$ cat src/rtl/host_cmd_pkg.sv
package host_cmd_pkg;
  localparam int ADDR_W  = 3;
  localparam int BUF_CNT = 2;

  localparam logic [ADDR_W-1:0] A_FLAG = 3'b100;
  localparam logic [ADDR_W-1:0] A_CTRL = 3'b101;

  typedef struct packed {
    logic [BUF_CNT-1:0] wrStart;
    logic [BUF_CNT-1:0] wrEnd;
    logic               wrCtrl;
    logic               rdEn;
    logic               conflict;
  } cmdStrobe_t;
endpackage

$ cat src/rtl/host_cmd_ctrl.sv
module host_cmd_ctrl
  import host_cmd_pkg::*;
(
  input  logic              clk,
  input  logic              rstN,
  input  logic              cmdSelN,
  input  logic              arrayCeN,
  input  logic              rwN,
  input  logic              oeN,
  input  logic [ADDR_W-1:0] regAddr,
  output cmdStrobe_t        strobe,
  output logic              rdValid,
  output logic              conflictErr,
  output logic              arrayGrant
);
  logic regAccess;
  logic wrEn;

  assign regAccess = !cmdSelN && arrayCeN;
  assign wrEn      = regAccess && !rwN;

  always_comb begin
    strobe = '0;
    for (int ch = 0; ch < BUF_CNT; ch++) begin
      if (wrEn && !regAddr[2] && (regAddr[1] == ch[0])) begin
        strobe.wrStart[ch] = !regAddr[0];
        strobe.wrEnd[ch]   = regAddr[0];
      end
    end
    strobe.wrCtrl   = wrEn && (regAddr == A_CTRL);
    strobe.rdEn     = regAccess && rwN && !oeN;
    strobe.conflict = !cmdSelN && !arrayCeN;
  end

  assign rdValid     = strobe.rdEn;
  assign conflictErr = strobe.conflict;
  assign arrayGrant  = !arrayCeN && cmdSelN;

  // grant and conflict error are never high together
  p_grant_excl_r10: assert property (@(posedge clk) disable iff (!rstN)
    !(arrayGrant && conflictErr));

  // a conflict raises no register strobe
  p_conflict_no_strobe_r8: assert property (@(posedge clk) disable iff (!rstN)
    conflictErr |-> (strobe.wrStart == '0 && strobe.wrEnd == '0 && !strobe.wrCtrl && !rdValid));

  // at most one register write strobe in a cycle
  p_one_write_r2: assert property (@(posedge clk) disable iff (!rstN)
    $onehot0({strobe.wrStart, strobe.wrEnd, strobe.wrCtrl}));
endmodule

$ cat src/rtl/host_cmd_regs.sv
module host_cmd_regs
  import host_cmd_pkg::*;
#(
  parameter int DATA_W = 16,
  parameter int PTR_W  = 12,
  parameter int CTRL_W = 13
) (
  input  logic                     clk,
  input  logic                     rstN,
  input  cmdStrobe_t               strobe,
  input  logic [ADDR_W-1:0]        regAddr,
  input  logic [DATA_W-1:0]        wrData,
  input  logic [BUF_CNT-1:0]       flagIn,
  output logic [DATA_W-1:0]        rdData,
  output logic [BUF_CNT-1:0]       clrFlag,
  output logic [BUF_CNT*PTR_W-1:0] startBus,
  output logic [BUF_CNT*PTR_W-1:0] endBus,
  output logic [CTRL_W-1:0]        ctrlQ
);
  for (genvar g = 0; g < BUF_CNT; g++) begin : g_buf
    logic [PTR_W-1:0] startQ;
    logic [PTR_W-1:0] endQ;

    always_ff @(posedge clk or negedge rstN) begin
      if (!rstN) begin
        startQ <= '0;
        endQ   <= '0;
      end else begin
        if (strobe.wrStart[g]) startQ <= wrData[PTR_W-1:0];
        if (strobe.wrEnd[g])   endQ   <= wrData[PTR_W-1:0];
      end
    end

    assign startBus[g*PTR_W +: PTR_W] = startQ;
    assign endBus[g*PTR_W +: PTR_W]   = endQ;
  end

  always_ff @(posedge clk or negedge rstN) begin
    if (!rstN) begin
      ctrlQ   <= '0;
      clrFlag <= '0;
    end else begin
      if (strobe.wrCtrl) ctrlQ <= wrData[CTRL_W-1:0];
      clrFlag <= strobe.wrCtrl ? ~wrData[BUF_CNT-1:0] : '0;
    end
  end

  logic chSel;
  assign chSel = regAddr[1];

  always_comb begin
    rdData = '0;
    if (strobe.rdEn) begin
      if (!regAddr[2]) begin
        rdData[PTR_W-1:0] = regAddr[0] ? endBus[chSel*PTR_W +: PTR_W]
                                       : startBus[chSel*PTR_W +: PTR_W];
      end else if (regAddr == A_FLAG) begin
        rdData[BUF_CNT-1:0] = flagIn;
      end else if (regAddr == A_CTRL) begin
        rdData[CTRL_W-1:0] = ctrlQ;
      end
    end
  end

  // a conflict cycle leaves every register untouched
  p_conflict_hold_r8: assert property (@(posedge clk) disable iff (!rstN)
    strobe.conflict |=> ($stable(startBus) && $stable(endBus) && $stable(ctrlQ)));

  // a clear pulse only follows a control write
  p_clr_after_ctrl_r6: assert property (@(posedge clk) disable iff (!rstN)
    (clrFlag != '0) |-> $past(strobe.wrCtrl));

  // idle read bus is zero
  p_idle_zero_r9: assert property (@(posedge clk) disable iff (!rstN)
    !strobe.rdEn |-> (rdData == '0));

  // pointer reads have clear upper bits
  p_upper_zero_r3: assert property (@(posedge clk) disable iff (!rstN)
    (strobe.rdEn && !regAddr[2]) |-> (rdData[DATA_W-1:PTR_W] == '0));

  // reserved reads return zero
  p_reserved_zero_r7: assert property (@(posedge clk) disable iff (!rstN)
    (strobe.rdEn && regAddr[2] && regAddr[1]) |-> (rdData == '0));
endmodule

$ cat src/rtl/host_cmd_port.sv
module host_cmd_port
  import host_cmd_pkg::*;
#(
  parameter int DATA_W = 16,
  parameter int PTR_W  = 12,
  parameter int CTRL_W = 13
) (
  input  logic                     clk,
  input  logic                     rstN,
  input  logic                     cmdSelN,
  input  logic                     arrayCeN,
  input  logic                     rwN,
  input  logic                     oeN,
  input  logic [ADDR_W-1:0]        regAddr,
  input  logic [DATA_W-1:0]        wrData,
  input  logic [BUF_CNT-1:0]       flagIn,
  output logic [DATA_W-1:0]        rdData,
  output logic                     rdValid,
  output logic                     conflictErr,
  output logic                     arrayGrant,
  output logic [BUF_CNT-1:0]       clrFlag,
  output logic [BUF_CNT*PTR_W-1:0] startPtr,
  output logic [BUF_CNT*PTR_W-1:0] endPtr,
  output logic [CTRL_W-1:0]        ctrlWord
);
  cmdStrobe_t strobe;

  host_cmd_ctrl u_ctrl (
    .clk        (clk),
    .rstN       (rstN),
    .cmdSelN    (cmdSelN),
    .arrayCeN   (arrayCeN),
    .rwN        (rwN),
    .oeN        (oeN),
    .regAddr    (regAddr),
    .strobe     (strobe),
    .rdValid    (rdValid),
    .conflictErr(conflictErr),
    .arrayGrant (arrayGrant)
  );

  host_cmd_regs #(
    .DATA_W(DATA_W),
    .PTR_W (PTR_W),
    .CTRL_W(CTRL_W)
  ) u_regs (
    .clk     (clk),
    .rstN    (rstN),
    .strobe  (strobe),
    .regAddr (regAddr),
    .wrData  (wrData),
    .flagIn  (flagIn),
    .rdData  (rdData),
    .clrFlag (clrFlag),
    .startBus(startPtr),
    .endBus  (endPtr),
    .ctrlQ   (ctrlWord)
  );
endmodule

$ cat config.mk
export PLATFORM = sky130hd
export DESIGN_NAME = host_cmd_port
export DESIGN_NICKNAME = d
export VERILOG_FILES = /design/src/rtl/host_cmd_pkg.sv /design/src/rtl/host_cmd_ctrl.sv /design/src/rtl/host_cmd_regs.sv /design/src/rtl/host_cmd_port.sv
export SDC_FILE = /design/constraint.sdc
export NUM_CORES = 1
export LEC_CHECK = 0
export BUFFER_PORTS_ARGS = -buffer_cell sky130_fd_sc_hd__buf_2
export CORE_ASPECT_RATIO = 1.1
export CORE_UTILIZATION = 29
export CTS_BUF_LIST = sky130_fd_sc_hd__clkbuf_4 sky130_fd_sc_hd__clkbuf_8
export DETAILED_ROUTE_END_ITERATION = 10
export PLACE_DENSITY = 0.5
export SKIP_LAST_GASP = 1
export SYNTH_ARGS = -nofsm -noshare
export SYNTH_HDL_FRONTEND = slang
export SYNTH_HIERARCHICAL = 1
export SYNTH_SLANG_ARGS = --single-unit
$ cat constraint.sdc
create_clock -name clk -period 1.3 [get_ports clk]
set_clock_uncertainty 0.05 [all_clocks]
set_input_delay 0.065 -clock clk [delete_from_list [all_inputs] [get_ports clk]]
set_output_delay 0.065 -clock clk [all_outputs]
set_load 0.005 [all_outputs]
==> reports/results.ini, run 1 <==
[place]
portBuffers = 102
dp_cells = 484
placed_area_um2 = 3990
dp.final_hpwl_um = 5940
place_congestion = 0.709
place_worst_setup_slack_ns = -0.389

[yosys]
synth_area_um2 = 3040
synth_warnings = 6
avgSynthCellArea_um2 = 13.7
syn_inst = 222

[global_route]
overflow = 0
grt_use_total_pct = 17.4
antenna_found_initial = 0
grt_max_degree = 64
grt_pass1_vias = 2487
grt_pass1_wl_um = 13900

[floorplan]
fp.coreArea_um2 = 10000
dieArea_um2 = 10900
initial_utilization_pct = 30.3
pin_count = 109
die_width_um = 99.5
rows = 38
die_h_um = 109

[clocking]
clockBufferDepth = 2
cts_tree = done
clk_latency_ns = 0.33
clk_pin_slew_ns = 0.07
cts_buffers = 9
htree_levels = 3
cts.sinks = 63
root_buffer = clkbuf_8

[power]
peakVddDrop_mv = 0.520
p_leak_nw = 2.49
p_per_area_nw_per_um2 = 1270

[layout]
final_cell_count_no_fill = 546
insertedDiodeCount = 0
drive_above_1_share_pct = 73.4
design_area_um2 = 4740
finalNetCount = 428
area_delta_synth_final_pct = 56.2

[flow_run]
maxCapViolCount = 0

[drt]
drtIter0Drc = 55
ant_nets = 0
drc = 0
wl_um = 8900
drtPass1Iterations = 4
wl_per_cell_um = 16.3
route.vias.total = 2453
vias_per_cell = 4.49

[timing]
hold_viol_final = 0
rsz0062_at_grt = yes
fin_crit_ns = 1.66
drv_slew = 0
timing.final.ws_setup_ns = -0.358
finalSetupViolations = 25
max_freq_mhz = 603
min_period_over_period_pct = 128

[critical_path]
end_kind = primary output
cp_max_fo = 2
start_kind = register
crit_required_ns = 1.19
path_class = reg -> out
crit_arrival_ns = 1.54

[hold_path]
hp-class = in -> async

[run_status]
status = finished with violations
violations = setup timing

## sequential cells by signal (all words and copies together) (netlist names)
register             count
u_regs/clrFlag           2
u_regs/g_buf.startQ     24
u_regs/g_buf.endQ       24
u_regs/ctrlQ            13
## worst max-delay path, cell delays in order, from the launching register on
cell and delay [ns]:
dfrtp_1 0.38, mux2_4 0.27, a222oi_1 0.35, inv_1 0.08, buf_2 0.13
## layout make-up
type | instances | area (um2)
inverters | 1 | 3.75
clock buffers | 11 | 151
well taps | 140 | 175
multi-input cells | 144 | 1500
clock inverters | 5 | 56.3
flip-flops and latches | 63 | 1580
repair buffers | 182 | 1280
fillers | 951 | 5290
## metrics by stage
stage,utilization [%],power [mW],hold WS [ns],setup TNS (ns)
2_1_floorplan,-,3.24,-0.281,-9.26
4_1_cts,46.0,6.05,0.219,-2.46
3_3_place_gp,39.7,3.92,0.0639,-21.41
5_1_grt,47.3,6.40,0.245,-3.66
6_report,47.3,6.02,0.214,-2.50
3_5_place_dp,39.7,3.95,0.0696,-22.36
## power by group
group          internal, mW  total (mW)  switching, mW
clock                 0.986        1.77          0.781
sequential             2.33        2.59          0.263
combinational          1.05        1.66          0.607
total                  4.37        6.02           1.65
## layout by cell type, fill, tap and decap left out, types with 3 or more instances in the layout
cell and n:
mux2_4 10, nand2_2 7, nor3b_4 3, mux2i_1 6
a22oi_2 9, buf_4 55, conb_1 3, dfrtp_1 63
dlygate4sd3_1 14, buf_12 7, nand2_1 8, nor2b_1 3
buf_2 97, clkbuf_8 11, nand2_4 4, buf_6 9
mux2_2 71
## routing by layer
| metal | wire length [um] | share of wire [%] | GRT usage (%) |
|---|---|---|---|
| met1 | 3820 | 43 | 20.7 |
| met2 | 4650 | 52 | 30.7 |
| met5 | 0 | 0 | 0 |
| met3 | 341 | 3.8 | 4.07 |
| met4 | 86 | 0.97 | 6.83 |
## final timing paths
path / from / endpoint / slack (ns) / cells past startpoint
setup / recovery: u_regs/g_buf[0].startQ[11]$_DFFE_PN0P_ / rdData[11] / -0.36 / 4
hold / removal: rstN / u_regs/ctrlQ[3]$_DFFE_PN0P_ / 0.21 / 3
setup reg to reg: u_regs/g_buf[1].startQ[0]$_DFFE_PN0P_ / u_regs/g_buf[1].startQ[0]$_DFFE_PN0P_ / 0.22 / 3
hold reg to reg: u_regs/g_buf[0].startQ[2]$_DFFE_PN0P_ / u_regs/g_buf[0].startQ[2]$_DFFE_PN0P_ / 0.48 / 1
max in group asynchronous: rstN / u_regs/g_buf[0].endQ[0]$_DFFE_PN0P_ / 0.68 / 3
min in group clk: rwN / u_regs/clrFlag[0]$_DFF_PN0_ / 0.28 / 5
## what timing repair did
item	CTS	global route
endpoints found under the setup margin	25	35
setup buffers	24	8
hold buffers	14	0
hold endpoints to repair	126	0
resized for setup	25	16
pin swaps	27	7
Power figures use the tool's default switching activity.
==> run 2, diff against run 1 <==
- CORE_UTILIZATION: 29 -> 46
- PLACE_DENSITY: 0.5 -> 0.75
==> reports/results.ini, run 2 (synthesized netlist as in run 1, its figures left out) <==
[floorplan]
pin_count = 109  ; unchanged
die_width_um = 79.5  ; was 99.5 um
die_h_um = 87.2  ; was 109 um
fp.coreArea_um2 = 6270  ; was 10000 um2
rows = 30  ; was 38
initial_utilization_pct = 48.4  ; was 30.3%
dieArea_um2 = 6930  ; was 10900 um2

[power]
total_power_mw = 5.90  ; was 6.02 mW
peakVddDrop_mv = 1.05  ; was 0.520 mV
p_per_area_nw_per_um2 = 1270  ; about the same
p_leak_nw = 2.44  ; was 2.49 nW

[timing]
hold_viol_final = 0  ; unchanged
rsz0062_at_grt = yes  ; unchanged
max_freq_mhz = 614  ; was 603 MHz
timing.final.ws_setup_ns = -0.330  ; was -0.358 ns
finalSetupViolations = 56  ; was 25
fin_crit_ns = 1.63  ; was 1.66 ns
min_period_over_period_pct = 125  ; was 128%
tns_ns = -5.38  ; was -2.50 ns
drv_slew = 0  ; unchanged

[critical_path]
cp_max_fo = 2  ; unchanged
start_kind = register  ; unchanged
crit_arrival_ns = 1.51  ; was 1.54 ns
end_kind = primary output  ; unchanged
crit_required_ns = 1.19  ; about the same
reg2regPathDepth = 3  ; unchanged
path_class = reg -> out  ; unchanged

[drt]
drtPass1Iterations = 4  ; unchanged
drc = 0  ; unchanged
wl_um = 9110  ; was 8900 um
vias_per_cell = 5.38  ; was 4.49
wl_per_cell_um = 19.1  ; was 16.3 um
ant_nets = 0  ; unchanged
route.vias.total = 2561  ; was 2453
drtIter0Drc = 71  ; was 55

[clocking]
cts.sinks = 63  ; unchanged
htree_levels = 3  ; unchanged
cts_tree = done  ; unchanged
clk_latency_ns = 0.35  ; was 0.33 ns
cts_buffers = 9  ; unchanged
clockBufferDepth = 2  ; unchanged
clk_pin_slew_ns = 0.07  ; about the same
root_buffer = clkbuf_8  ; unchanged

[layout]
largest_registers = u_regs/g_buf.endQ (24), u_regs/g_buf.startQ (24), u_regs/ctrlQ (13)  ; unchanged
multi_input_area_um2 = 1570  ; was 1500 um2
mostFrequentLayoutCells = 99 x buf_2, 63 x dfrtp_1, 43 x mux2_2  ; was 97 x buf_2, 71 x mux2_2, 63 x dfrtp_1
regArea_um2 = 1580  ; unchanged
area_delta_synth_final_pct = 52.8  ; was 56.2%
final_cell_count_no_fill = 476  ; was 546
final_common_cell = buf_2  ; unchanged
design_area_um2 = 4640  ; was 4740 um2
nFillCells = 397  ; was 951
finalNetCount = 418  ; was 428
insertedDiodeCount = 0  ; unchanged
drive_above_1_share_pct = 69.7  ; was 73.4%

[global_route]
antenna_found_initial = 0  ; unchanged
grt_max_degree = 64  ; unchanged
grt_pass1_wl_um = 12700  ; was 13900 um
overflow = 0  ; unchanged
grt_use_total_pct = 25.1  ; was 17.4%
grt_pass1_vias = 2420  ; was 2487

[hold_path]
hp-class = in -> async  ; unchanged

[place]
portBuffers = 102  ; unchanged
dp_cells = 423  ; was 484
dp.final_hpwl_um = 5550  ; was 5940 um
placed_area_um2 = 3870  ; was 3990 um2
place_congestion = 0.759  ; was 0.709

[run_status]
status = finished with violations  ; unchanged
violations = setup timing  ; unchanged

[flow_run]
maxCapViolCount = 0  ; unchanged

==> run 2: final timing paths <==
kind,startpoint,end,slack [ns]
setup reg to reg,u_regs/g_buf[1].startQ[9]$_DFFE_PN0P_,u_regs/g_buf[1].startQ[9]$_DFFE_PN0P_,0.20
max in group asynchronous,rstN,u_regs/g_buf[1].startQ[11]$_DFFE_PN0P_,0.71
setup / recovery,u_regs/g_buf[0].startQ[11]$_DFFE_PN0P_,rdData[11],-0.33
hold / removal,rstN,u_regs/g_buf[0].startQ[0]$_DFFE_PN0P_,0.19
min in group clk,rwN,u_regs/clrFlag[1]$_DFF_PN0_,0.28
hold reg to reg,u_regs/ctrlQ[4]$_DFFE_PN0P_,u_regs/ctrlQ[4]$_DFFE_PN0P_,0.48
==> run 2: routing by layer <==
layer	vias to the layer above	track usage (%)	routed length, um
met5	-	0	0
met4	0	9.42	238
met3	21	6.07	487
met2	106	43.0	4790
met1	1308	30.4	3590
li1	1126	-	-
==> run 2: repair_timing <==
action,4_1_cts,5_1_grt
gates cloned,1,0
setup endpoints to repair,17,54
hold buffers,14,0
resized for setup,25,37
pin swaps,28,8
setup buffers,16,6
endpoints found under the hold margin,120,0
==> run 2: metrics by stage <==
step / hold slack (ns) / util, % / setup slack, ns
final: 0.194 / 74.0 / -0.330
after global placement: 0.0517 / 61.8 / -0.347
after detailed placement: 0.0516 / 61.8 / -0.372
after CTS: 0.215 / 71.2 / -0.356
after global routing: 0.227 / 74.0 / -0.417
after floorplan: -0.281 / - / -0.227
==> run 2: layout make-up <==
class / count / area share, %
Clock buffer: 10 / 2.97
Clock inverter: 6 / 0.944
Inverter: 1 / 0.0809
Multi-Input combinational cell: 144 / 33.8
Sequential cell: 63 / 34.0
Tap cell: 80 / 2.16
Timing Repair Buffer: 172 / 26.1
==> run 2: worst max-delay path: stages, from the launching register on <==
cell and delay [ns]:
dfrtp_1 0.38, mux2_4 0.27, a222oi_1 0.32, inv_1 0.07, buf_2 0.13
==> run 2: where the power goes <==
group          total (mW)  internal [mW]  leakage, nW  switching (mW)
logic                1.71           1.08         1.54           0.632
registers            2.62           2.33        0.808           0.288
clock network        1.57          0.749       0.0926           0.819
==> run 3, diff against run 2 <==
--- a/config.mk
+++ b/config.mk
@@ -6,4 +6,5 @@
 export NUM_CORES = 1
 export LEC_CHECK = 0
+export ABC_AREA = 1
 export BUFFER_PORTS_ARGS = -buffer_cell sky130_fd_sc_hd__buf_2
 export CORE_ASPECT_RATIO = 1.1
==> constraint.sdc (replaced) <==
create_clock -name clk -period 1.3 [get_ports clk]
set_clock_uncertainty 0.05 [all_clocks]
set_input_delay 0.065 -clock clk [delete_from_list [all_inputs] [get_ports clk]]
set_output_delay 0.065 -clock clk [all_outputs]
set_load 0.02 [all_outputs]
==> reports/results.ini, run 3 <==
[yosys]
avgSynthCellArea_um2 = 8.54  ; was 13.7 um2
syn_inst = 353  ; was 222
synth_warnings = 6  ; unchanged
synth_area_um2 = 3020  ; was 3040 um2

[power]
peakVddDrop_mv = 0.998  ; was 1.05 mV
p_per_area_nw_per_um2 = 1410  ; was 1270 nW/um2
p_leak_nw = 2.34  ; was 2.44 nW

[global_route]
globalRouteMet3Util_pct = 5.76  ; was 6.07%
grt_busiest_layer = met2  ; unchanged
met2_usage_pct = 43.8  ; was 43.0%
use_met1_pct = 36.8  ; was 30.4%
grt_pass1_wl_um = 14000  ; was 12700 um
grt_max_degree = 64  ; unchanged
overflow = 0  ; unchanged
grt_pass1_vias = 2879  ; was 2420
antenna_found_initial = 0  ; unchanged
grt_use_total_pct = 27.4  ; was 25.1%

[critical_path]
crit_required_ns = 1.19  ; about the same
rr_endpoint = u_regs/g_buf[1].endQ[6]$_DFFE_PN0P_  ; was u_regs/g_buf[1].startQ[9]$_DFFE_PN0P_
worstPathCellList = buf_6, nor2_4, inv_2, nor3_4, clkinvlp_4, buf_12, nor2_4, nand2_1, nand2_2, buf_6  ; was mux2_4, a222oi_1, inv_1, buf_2
path_class = in -> out  ; was reg -> out
critPathSlowestCell = clkinvlp_4  ; was dfrtp_1
max_stage_delay_ns = 0.20  ; was 0.38 ns
crit_arrival_ns = 1.38  ; was 1.51 ns
end_kind = primary output  ; unchanged
start_kind = primary input  ; was register
cp_max_fo = 5  ; was 2
rr_startpoint = u_regs/g_buf[1].endQ[6]$_DFFE_PN0P_  ; was u_regs/g_buf[1].startQ[9]$_DFFE_PN0P_
rrSetupSlack_ns = 0.45  ; was 0.20 ns
reg2regPathDepth = 1  ; was 3

[clocking]
clk_pin_slew_ns = 0.07  ; about the same
cts_tree = done  ; unchanged
cts_buffers = 9  ; unchanged
root_buffer = clkbuf_8  ; unchanged
cts.sinks = 63  ; unchanged
htree_levels = 3  ; unchanged
clk_latency_ns = 0.33  ; was 0.35 ns
clockBufferDepth = 2  ; unchanged

[timing]
rsz0062_at_grt = yes  ; unchanged
drv_slew = 0  ; unchanged
finalSetupViolations = 37  ; was 56
hold_viol_final = 0  ; unchanged
min_period_over_period_pct = 115  ; was 125%
fin_crit_ns = 1.50  ; was 1.63 ns
max_freq_mhz = 668  ; was 614 MHz
timing.final.ws_setup_ns = -0.196  ; was -0.330 ns
tns_ns = -5.26  ; was -5.38 ns

[floorplan]
die_h_um = 86.9  ; was 87.2 um
die_width_um = 79.2  ; was 79.5 um
initial_utilization_pct = 48.4  ; about the same
fp.coreArea_um2 = 6230  ; was 6270 um2
rows = 30  ; unchanged
pin_count = 109  ; unchanged
dieArea_um2 = 6880  ; was 6930 um2

[hold_path]
hp-start = rwN
hp-class = in -> reg  ; was in -> async
hold_path_end = u_regs/clrFlag[1]$_DFF_PN0_
min_path_cells = 5

[layout]
final_common_cell = nand2_1  ; was buf_2
insertedDiodeCount = 0  ; unchanged
drive_above_1_share_pct = 43.7  ; was 69.7%
regArea_um2 = 1580  ; unchanged
largest_registers = u_regs/g_buf.endQ (24), u_regs/g_buf.startQ (24), u_regs/ctrlQ (13)  ; unchanged
finalNetCount = 533  ; was 418
final_cell_count_no_fill = 590  ; was 476
multi_input_area_um2 = 1330  ; was 1570 um2
mostFrequentLayoutCells = 115 x nand2_1, 87 x buf_2, 63 x dfrtp_1  ; was 99 x buf_2, 63 x dfrtp_1, 43 x mux2_2
area_delta_synth_final_pct = 47.6  ; was 52.8%
nFillCells = 479  ; was 397

[drt]
wl_um = 9130  ; was 9110 um
wl_per_cell_um = 15.5  ; was 19.1 um
drc = 0  ; unchanged
ant_nets = 0  ; unchanged
route.vias.total = 3023  ; was 2561
drtPass1Iterations = 4  ; unchanged
vias_per_cell = 5.12  ; was 5.38
drtIter0Drc = 228  ; was 71

[place]
place_congestion = 0.795  ; was 0.759
dp.final_hpwl_um = 6040  ; was 5550 um
portBuffers = 102  ; unchanged
dp_cells = 553  ; was 423

[flow_run]
maxCapViolCount = 0  ; unchanged

[run_status]
violations = setup timing  ; unchanged
status = finished with violations  ; unchanged

-- run 3: worst max-delay path: cells and delay by family --
| family | cells | cell delay (ns) |
|---|---|---|
| buf+inv | 5 | 0.64 |
| simple gates | 5 | 0.67 |
-- run 3: power breakdown --
group          switching, mW  internal (mW)
Sequential             0.285           2.36
Clock                  0.741          0.998
Combinational           1.18          0.712
Total                   2.21           4.07
-- run 3: worst max path at each step --
stage / from / end / slack, ns / depth (start not counted)
2_1_floorplan: cmdSelN / rdData[10] / -0.06 / 8
3_3_place_gp: arrayCeN / rdData[11] / -0.17 / 11
3_5_place_dp: arrayCeN / rdData[7] / -0.22 / 11
4_1_cts: cmdSelN / rdData[10] / -0.14 / 10
5_1_grt: cmdSelN / rdData[4] / -0.28 / 10
6_report: cmdSelN / rdData[4] / -0.20 / 10
-- run 3: timing repair --
item                                    in CTS  in global routing
hold endpoints to repair                   123                  0
gates cloned                                 1                  0
endpoints found under the setup margin      13                 61
pin swaps                                    6                 13
buffers inserted                             8                  2
hold buffers                                14                  0
gates resized for setup                     26                 36
-- run 3: metal layers --
layer / up-vias / part of all wire [%]
li1: 1411 / -
met1: 1466 / 42
met2: 133 / 49
met3: 13 / 7.6
met4: 0 / 1.7
met5: - / 0
-- run 3: final cells by class --
cell class	instances	area share (%)
inverters	37	3.37
flip-flops and latches	63	35.4
repair buffers	157	24.6
clock inverters	3	0.956
clock buffers	12	3.57
well taps	80	2.25
multi-input cells	238	29.8
-- run 3: metrics by stage --
| stage | total power [mW] | hold slack [ns] | worst slack, ns | util, % | instance area (um2) |
|---|---|---|---|---|---|
| final | 6.28 | 0.0993 | -0.196 | 71.4 | 4450 |
| after global routing | 6.61 | 0.130 | -0.280 | 71.4 | 4450 |
| after CTS | 6.24 | 0.0790 | -0.141 | 69.9 | 4360 |
| after detailed placement | 4.42 | 0.0525 | -0.220 | 62.0 | 3860 |
| after global placement | 4.38 | 0.0501 | -0.170 | 62.0 | 3860 |
| after floorplan | 3.69 | -0.281 | -0.0554 | - | 3080 |
